File: src/rtl/gpio_ctl_pkg.sv
package gpio_ctl_pkg;
    typedef logic [7:0] byte_t;

    // Field positions inside a pin control byte
    localparam int OE_POS = 2;   // drive enable
    localparam int IN_POS = 1;   // sampled input level
    localparam int DO_POS = 0;   // drive value
endpackage

File: src/rtl/gpio_pin_cell.sv
module gpio_pin_cell
    import gpio_ctl_pkg::*;
(
    input  byte_t cur_i,
    input  logic  wr_i,
    input  byte_t wdata_i,
    input  logic  evt_i,
    input  logic  lvl_i,
    input  logic  strobe_i,
    output byte_t nxt_o,
    output logic  err_o
);
    byte_t after_wr;

    always_comb begin
        after_wr = cur_i;
        if (wr_i) begin
            after_wr         = wdata_i;
            after_wr[IN_POS] = wdata_i[OE_POS] ? wdata_i[DO_POS] : cur_i[IN_POS];
        end
        nxt_o = after_wr;
        err_o = evt_i && after_wr[OE_POS];
        if (evt_i)    nxt_o[IN_POS] = lvl_i;
        if (strobe_i) nxt_o[IN_POS] = 1'b0;
    end
endmodule

File: src/rtl/gpio_rd_mux.sv
module gpio_rd_mux
    import gpio_ctl_pkg::*;
#(
    parameter int NUM_LEVEL = 8,
    parameter int NUM_PIN   = 36,
    parameter int ADDR_W    = 6
) (
    input  logic [ADDR_W-1:0]        addr_i,
    input  logic [NUM_PIN-1:0][7:0]  pins_i,
    input  logic                     sticky_i,
    output byte_t                    rdata_o
);
    localparam int STAT_OFS = NUM_LEVEL + NUM_PIN;

    logic [NUM_LEVEL-1:0][7:0] lvl;

    for (genvar k = 0; k < NUM_LEVEL; k++) begin : g_lvl_byte
        for (genvar b = 0; b < 8; b++) begin : g_lvl_bit
            if (8 * k + b < NUM_PIN) begin : g_real
                assign lvl[k][b] = pins_i[8 * k + b][IN_POS];
            end else begin : g_none
                assign lvl[k][b] = 1'b0;
            end
        end
    end

    always_comb begin
        rdata_o = '0;
        for (int k = 0; k < NUM_LEVEL; k++)
            if (int'(addr_i) == k) rdata_o = lvl[k];
        for (int j = 0; j < NUM_PIN; j++)
            if (int'(addr_i) == NUM_LEVEL + j) rdata_o = pins_i[j];
        if (int'(addr_i) == STAT_OFS) rdata_o = {7'b0, sticky_i};
    end
endmodule

File: src/rtl/gpio_byte_ctl.sv
module gpio_byte_ctl
    import gpio_ctl_pkg::*;
#(
    parameter int NUM_LEVEL = 8,
    parameter int NUM_PIN   = 36,
    parameter int ADDR_W    = 6,
    parameter int LVL_PIN   = 1,
    parameter int EDGE_PIN  = 9
) (
    input  logic               clk,
    input  logic               rst_n,
    input  logic               bus_sel_i,
    input  logic               bus_wr_i,
    input  logic [ADDR_W-1:0]  bus_addr_i,
    input  logic [7:0]         bus_wdata_i,
    output logic [7:0]         bus_rdata_o,
    input  logic [NUM_PIN-1:0] pins_i,
    input  logic               nmi_strobe_i,
    output logic               irq_level_o,
    output logic               irq_edge_o,
    output logic               err_pulse_o
);
    localparam int PIN_BASE = NUM_LEVEL;
    localparam int STAT_OFS = NUM_LEVEL + NUM_PIN;

    typedef struct packed {
        logic [NUM_PIN-1:0][7:0] pins;
        logic [NUM_PIN-1:0]      prev;
        logic [7:0]              rdata;
        logic                    sticky;
        logic                    err;
        logic                    irq_edge;
    } state_t;

    state_t s_q, s_d;

    logic                    pin_hit, stat_hit, rd_req;
    logic [ADDR_W-1:0]       pin_idx;
    logic [NUM_PIN-1:0]      evt, cell_err, strobe_vec;
    logic [NUM_PIN-1:0][7:0] nxt_bus;
    byte_t                   rd_byte;

    assign pin_hit  = bus_sel_i && (int'(bus_addr_i) >= PIN_BASE)
                                && (int'(bus_addr_i) <  STAT_OFS);
    assign stat_hit = bus_sel_i && (int'(bus_addr_i) == STAT_OFS);
    assign rd_req   = bus_sel_i && !bus_wr_i;
    assign pin_idx  = bus_addr_i - ADDR_W'(PIN_BASE);
    assign evt      = pins_i ^ s_q.prev;

    always_comb begin
        strobe_vec           = '0;
        strobe_vec[EDGE_PIN] = nmi_strobe_i;
    end

    for (genvar i = 0; i < NUM_PIN; i++) begin : g_pin
        gpio_pin_cell u_cell (
            .cur_i    (s_q.pins[i]),
            .wr_i     (pin_hit && bus_wr_i && (pin_idx == ADDR_W'(i))),
            .wdata_i  (bus_wdata_i),
            .evt_i    (evt[i]),
            .lvl_i    (pins_i[i]),
            .strobe_i (strobe_vec[i]),
            .nxt_o    (nxt_bus[i]),
            .err_o    (cell_err[i])
        );
    end

    gpio_rd_mux #(
        .NUM_LEVEL (NUM_LEVEL),
        .NUM_PIN   (NUM_PIN),
        .ADDR_W    (ADDR_W)
    ) u_rd_mux (
        .addr_i   (bus_addr_i),
        .pins_i   (s_q.pins),
        .sticky_i (s_q.sticky),
        .rdata_o  (rd_byte)
    );

    always_comb begin
        s_d          = s_q;
        s_d.pins     = nxt_bus;
        s_d.prev     = pins_i;
        s_d.err      = |cell_err;
        s_d.irq_edge = nxt_bus[EDGE_PIN][IN_POS] | nmi_strobe_i;
        if (rd_req) s_d.rdata = rd_byte;
        if (rd_req && stat_hit) s_d.sticky = 1'b0;
        if (|cell_err) s_d.sticky = 1'b1;
    end

    always_ff @(posedge clk) begin
        if (!rst_n) begin
            s_q                       <= '0;
            s_q.pins[LVL_PIN][IN_POS] <= 1'b1;
            s_q.prev[LVL_PIN]         <= 1'b1;
        end else begin
            s_q <= s_d;
        end
    end

    assign bus_rdata_o = s_q.rdata;
    assign irq_level_o = s_q.pins[LVL_PIN][IN_POS];
    assign irq_edge_o  = s_q.irq_edge;
    assign err_pulse_o = s_q.err;


    oe_fold_chk: assert property (@(posedge clk) disable iff (!rst_n)
        (pin_hit && bus_wr_i && bus_wdata_i[OE_POS] && !evt[pin_idx]
         && !(nmi_strobe_i && int'(pin_idx) == EDGE_PIN))
        |=> (s_q.pins[$past(pin_idx)][IN_POS] == $past(bus_wdata_i[DO_POS]))
            && (s_q.pins[$past(pin_idx)][7:2] == $past(bus_wdata_i[7:2])));


    keep_in_chk: assert property (@(posedge clk) disable iff (!rst_n)
        (pin_hit && bus_wr_i && !bus_wdata_i[OE_POS] && !evt[pin_idx]
         && !(nmi_strobe_i && int'(pin_idx) == EDGE_PIN))
        |=> s_q.pins[$past(pin_idx)][IN_POS] == $past(s_q.pins[pin_idx][IN_POS]));


    unmapped_rd_chk: assert property (@(posedge clk) disable iff (!rst_n)
        (rd_req && int'(bus_addr_i) > STAT_OFS) |=> bus_rdata_o == 8'h00);


    err_sticky_chk: assert property (@(posedge clk) disable iff (!rst_n)
        err_pulse_o |-> s_q.sticky);


    edge_pulse_chk: assert property (@(posedge clk) disable iff (!rst_n)
        nmi_strobe_i |=> irq_edge_o && !s_q.pins[EDGE_PIN][IN_POS]);


    rdata_hold_chk: assert property (@(posedge clk) disable iff (!rst_n)
        !rd_req |=> $stable(bus_rdata_o));
endmodule

File: config.mk
export PLATFORM = sky130hd
export DESIGN_NAME = gpio_byte_ctl
export DESIGN_NICKNAME = d
export VERILOG_FILES = /design/src/rtl/gpio_ctl_pkg.sv /design/src/rtl/gpio_pin_cell.sv /design/src/rtl/gpio_rd_mux.sv /design/src/rtl/gpio_byte_ctl.sv
export SDC_FILE = /design/constraint.sdc
export NUM_CORES = 1
export LEC_CHECK = 0
export ABC_AREA = 1
export BUFFER_PORTS_ARGS = -buffer_cell sky130_fd_sc_hd__buf_2
export CORE_MARGIN = 1.5
export CORE_UTILIZATION = 25
export DETAILED_ROUTE_END_ITERATION = 16
export PLACE_DENSITY = 0.44
export SLEW_MARGIN = 25
export SYNTH_ARGS = -nofsm -noshare
export SYNTH_HDL_FRONTEND = slang
export SYNTH_SLANG_ARGS = --single-unit
export TNS_END_PERCENT = 100
File: constraint.sdc
create_clock -name clk -period 4.15 [get_ports clk]
set_clock_uncertainty 0.05 [all_clocks]
set_input_delay 0.415 -clock clk [delete_from_list [all_inputs] [get_ports clk]]
set_output_delay 0.415 -clock clk [all_outputs]
set_load 0.01 [all_outputs]
==> results.py <==
metrics = {
    "run_status": {
        "outcome": "finished, final reports clean",
    },
    "cells_and_area": {
        "finish.net_count": 2482,
        "final_cell_mix": "nand2_1, dfxtp_1, a21oi_1",
        "final_cells": 3285,
        "area_delta_synth_final_pct": 19.1,
        "drive_gt1_frac": 0.118,
        "utilization": 0.302,
        "antenna_cells": 0,
        "final_common_cell": "nand2_1",
    },
    "synthesis": {
        "yosysTopAreaCellShare": 0.428,
        "netlist_area_sq_um": 15700,
        "ys_warn_count": 0,
        "synthCells": 2324,
        "synth_edf_count": 0,
        "async_reset_ff_frac": 0,
        "syn_area_per_cell_sq_um": 6.75,
        "ys_seq_area_frac": 0.428,
        "yosysTopAreaCell": "dfxtp_1",
        "yosysUniqueCellTypes": 47,
        "synth-seq-cells": 335,
        "synthesis.nets": 2380,
        "synth-main-ff-cell": "dfxtp_1",
        "synth_area_leaders": "dfxtp_1, nand2_1, a21oi_1, inv_1, o21ai_0",
    },
    "die": {
        "die-height_um": 253,
        "initial_core_util": 0.254,
        "core_area_sq_um": 61800,
        "die_x_um": 253,
        "dieArea_sq_um": 64200,
        "rows": 91,
        "ios": 66,
    },
    "placement": {
        "dp_slack_ns": 0.156,
        "placedCellCount": 3202,
        "place.gp.congestion": 0.879,
        "io_buffer_count": 64,
        "dpl.hpwl_um": 39400,
    },
    "detailed_routing": {
        "wl_met3_um": 2620,
        "dr.first_iter.drc_count": 921,
        "highest_layer": "met5",
        "drtPass1Iterations": 6,
        "routed_via_density": 4.59,
        "routed-via-count": 15100,
        "antenna_left": 0,
        "wl_met1_um": 26000,
        "dr_wl_met2_um": 24600,
        "drc": 0,
        "finalWirelength_um": 54800,
        "wire_per_inst_um": 16.7,
    },
    "clocking": {
        "tritoncts": "done",
        "clockRootBuffer": "clkbuf_16",
        "cts_buffers": 40,
        "clk-insertion-delay-late_ns": 0.56,
        "postCtsSetupBuffers": 0,
        "cts.sinks": 335,
        "htree_levels": 2,
        "worst_setup_hold_path_clk_slew_ns": 0.06,
        "cts_buffer_depth": 3,
    },
    "timing": {
        "tightest_slew_ns": 0.986,
        "hold_violations": 0,
        "slew_headroom": 0.342,
        "fin_ws_ns": 0.755,
        "period_share": 0.818,
        "min_period_ns": 3.39,
        "max_freq_ghz": 0.295,
        "tns_ns": 0,
        "rsz0062_at_grt": "false",
        "drv_slew": 0,
        "setup-violations-final": 0,
    },
    "critical_path": {
        "cp-endpoint": "bus_rdata_o[3]$_SDFFE_PN0P_",
        "cp_slowest_cell": "o21ai_1",
        "max_stage_delay_ns": 0.22,
        "crit_cells": 32,
        "r2r_cells": 28,
        "crit_arrival_ns": 3.76,
        "cpMostUsedCell": "nand2_1",
        "crit_path_start_kind": "input pin",
        "rr_endpoint": "bus_rdata_o[3]$_SDFFE_PN0P_",
        "r2r_slack_ns": 0.76,
        "path_buf_inv": 2,
        "cp_top_family": "simple AND/OR/NAND/NOR gates",
        "required_ns": 4.51,
        "cp-end-kind": "flop",
        "critPathKind": "input pin to flop",
        "startpoint": "bus_addr_i[3]",
        "r2r-start": "s_q[200]$_SDFFE_PN0P_",
        "crit_fanout": 7,
    },
    "grt": {
        "grt_max_degree": 106,
        "grt_pass1_vias": 14400,
        "antenna_found_initial": 1,
        "grt_use_total": 0.171,
        "grt_pass1_wl_um": 84300,
        "grt_overflow_total": 0,
    },
    "flow_run": {
        "maxCapViolations": 0,
    },
    "min_path": {
        "hold_path.class": "input pin to flop",
        "hp-start": "pins_i[10]",
    },
    "pwr": {
        "ir_drop_mv": 0.213,
        "p_leak_uw": 0.00771,
        "p_per_area_nw_per_um2": 383,
    },
}
power by group:
group | leakage, uW | internal (uW) | switching (uW)
logic | 0.00442 | 170 | 399
clock network | 0.000569 | 1870 | 1390
registers | 0.00272 | 3280 | 54.4
layout make-up:
type | instances | area (sq um)
flip-flops and latches | 335 | 6710
repair buffers | 176 | 1260
inverters | 317 | 1190
fillers | 6767 | 43100
clock inverters | 6 | 32.5
clock buffers | 58 | 1130
well taps | 837 | 1050
multi-input cells | 1556 | 7310
state kept, by name, summed over array words and instances (netlist names):
name,cells
s_q,324
err_pulse_o,1
irq_level_o,1
bus_rdata_o,8
irq_edge_o,1
layer usage:
metal	up-vias	global-route usage
met1	6917	0.230
met5	-	0
met3	87	0.0300
li1	7724	-
met2	332	0.277
met4	2	0.0532
synth_stat cells (2+ instances only):
library cell  number
o21ai_1            2
nor2_1           250
dfxtp_1          335
or2_0              4
a21oi_1          316
nor2_4            10
buf_4              8
a31oi_1            2
clkbuf_1         103
nor2_2             9
nand2_2            6
buf_2              3
or2_2             33
nor4_1             7
a2111oi_0          4
o22ai_1           16
o41a_1             6
inv_2             12
o21bai_1           2
nand3_1           33
nand2_1          523
a311oi_1          26
o21ai_0          214
nand4_1           41
a211oi_1           9
clkinv_1           8
nor3_1            19
o21a_1             3
xnor2_1            3
o41ai_1            5
inv_1            296
kinds of logic after synthesis:
logic type	synth area share
AOI/OAI and AO/OA	0.211
adders and majority gates	0.000798
buffers and inverters	0.106
DFF	0.428
xor gates and xnor gates	0.00168
and+or+nand+nor	0.253
repair_timing:
action | CTS | global route
endpoints found under the hold margin | 19 | 0
setup endpoints to repair | 0 | 0
resized for setup | 0 | 0
hold buffers | 19 | 0
per-stage QoR:
step / power [uW] / area, sq um / hold WS, ns
4_1_cts: 7280 / 18700 / 0.00220
6_report: 7160 / 18700 / 0.0269
5_1_grt: 7450 / 18700 / 0.0185
3_5_place_dp: 3960 / 17300 / 0.391
3_3_place_gp: 3960 / 17300 / 0.385
2_1_floorplan: 3700 / 15700 / 0.378
worst min-delay path by stage:
stage                          endpoint  slack [ns]  depth (start not counted)
floorplan           s_q[2]$_SDFFE_PN0P_        0.38                          2
global placement    s_q[2]$_SDFFE_PN0P_        0.39                          2
detailed placement  s_q[2]$_SDFFE_PN0P_        0.39                          2
CTS                  s_q[21]$_SDFF_PN0_       0.002                          3
global route         s_q[21]$_SDFF_PN0_        0.02                          3
finish               s_q[21]$_SDFF_PN0_        0.03                          3
worst reg2reg max path, delay by kind of cell (launching register included):
| family | cells | cell delay [ns] |
|---|---|---|
| flops | 1 | 0.40 |
| compound gates | 2 | 0.27 |
| simple gates | 26 | 2.56 |
Note: power is estimated with default switching activity, not from simulation.
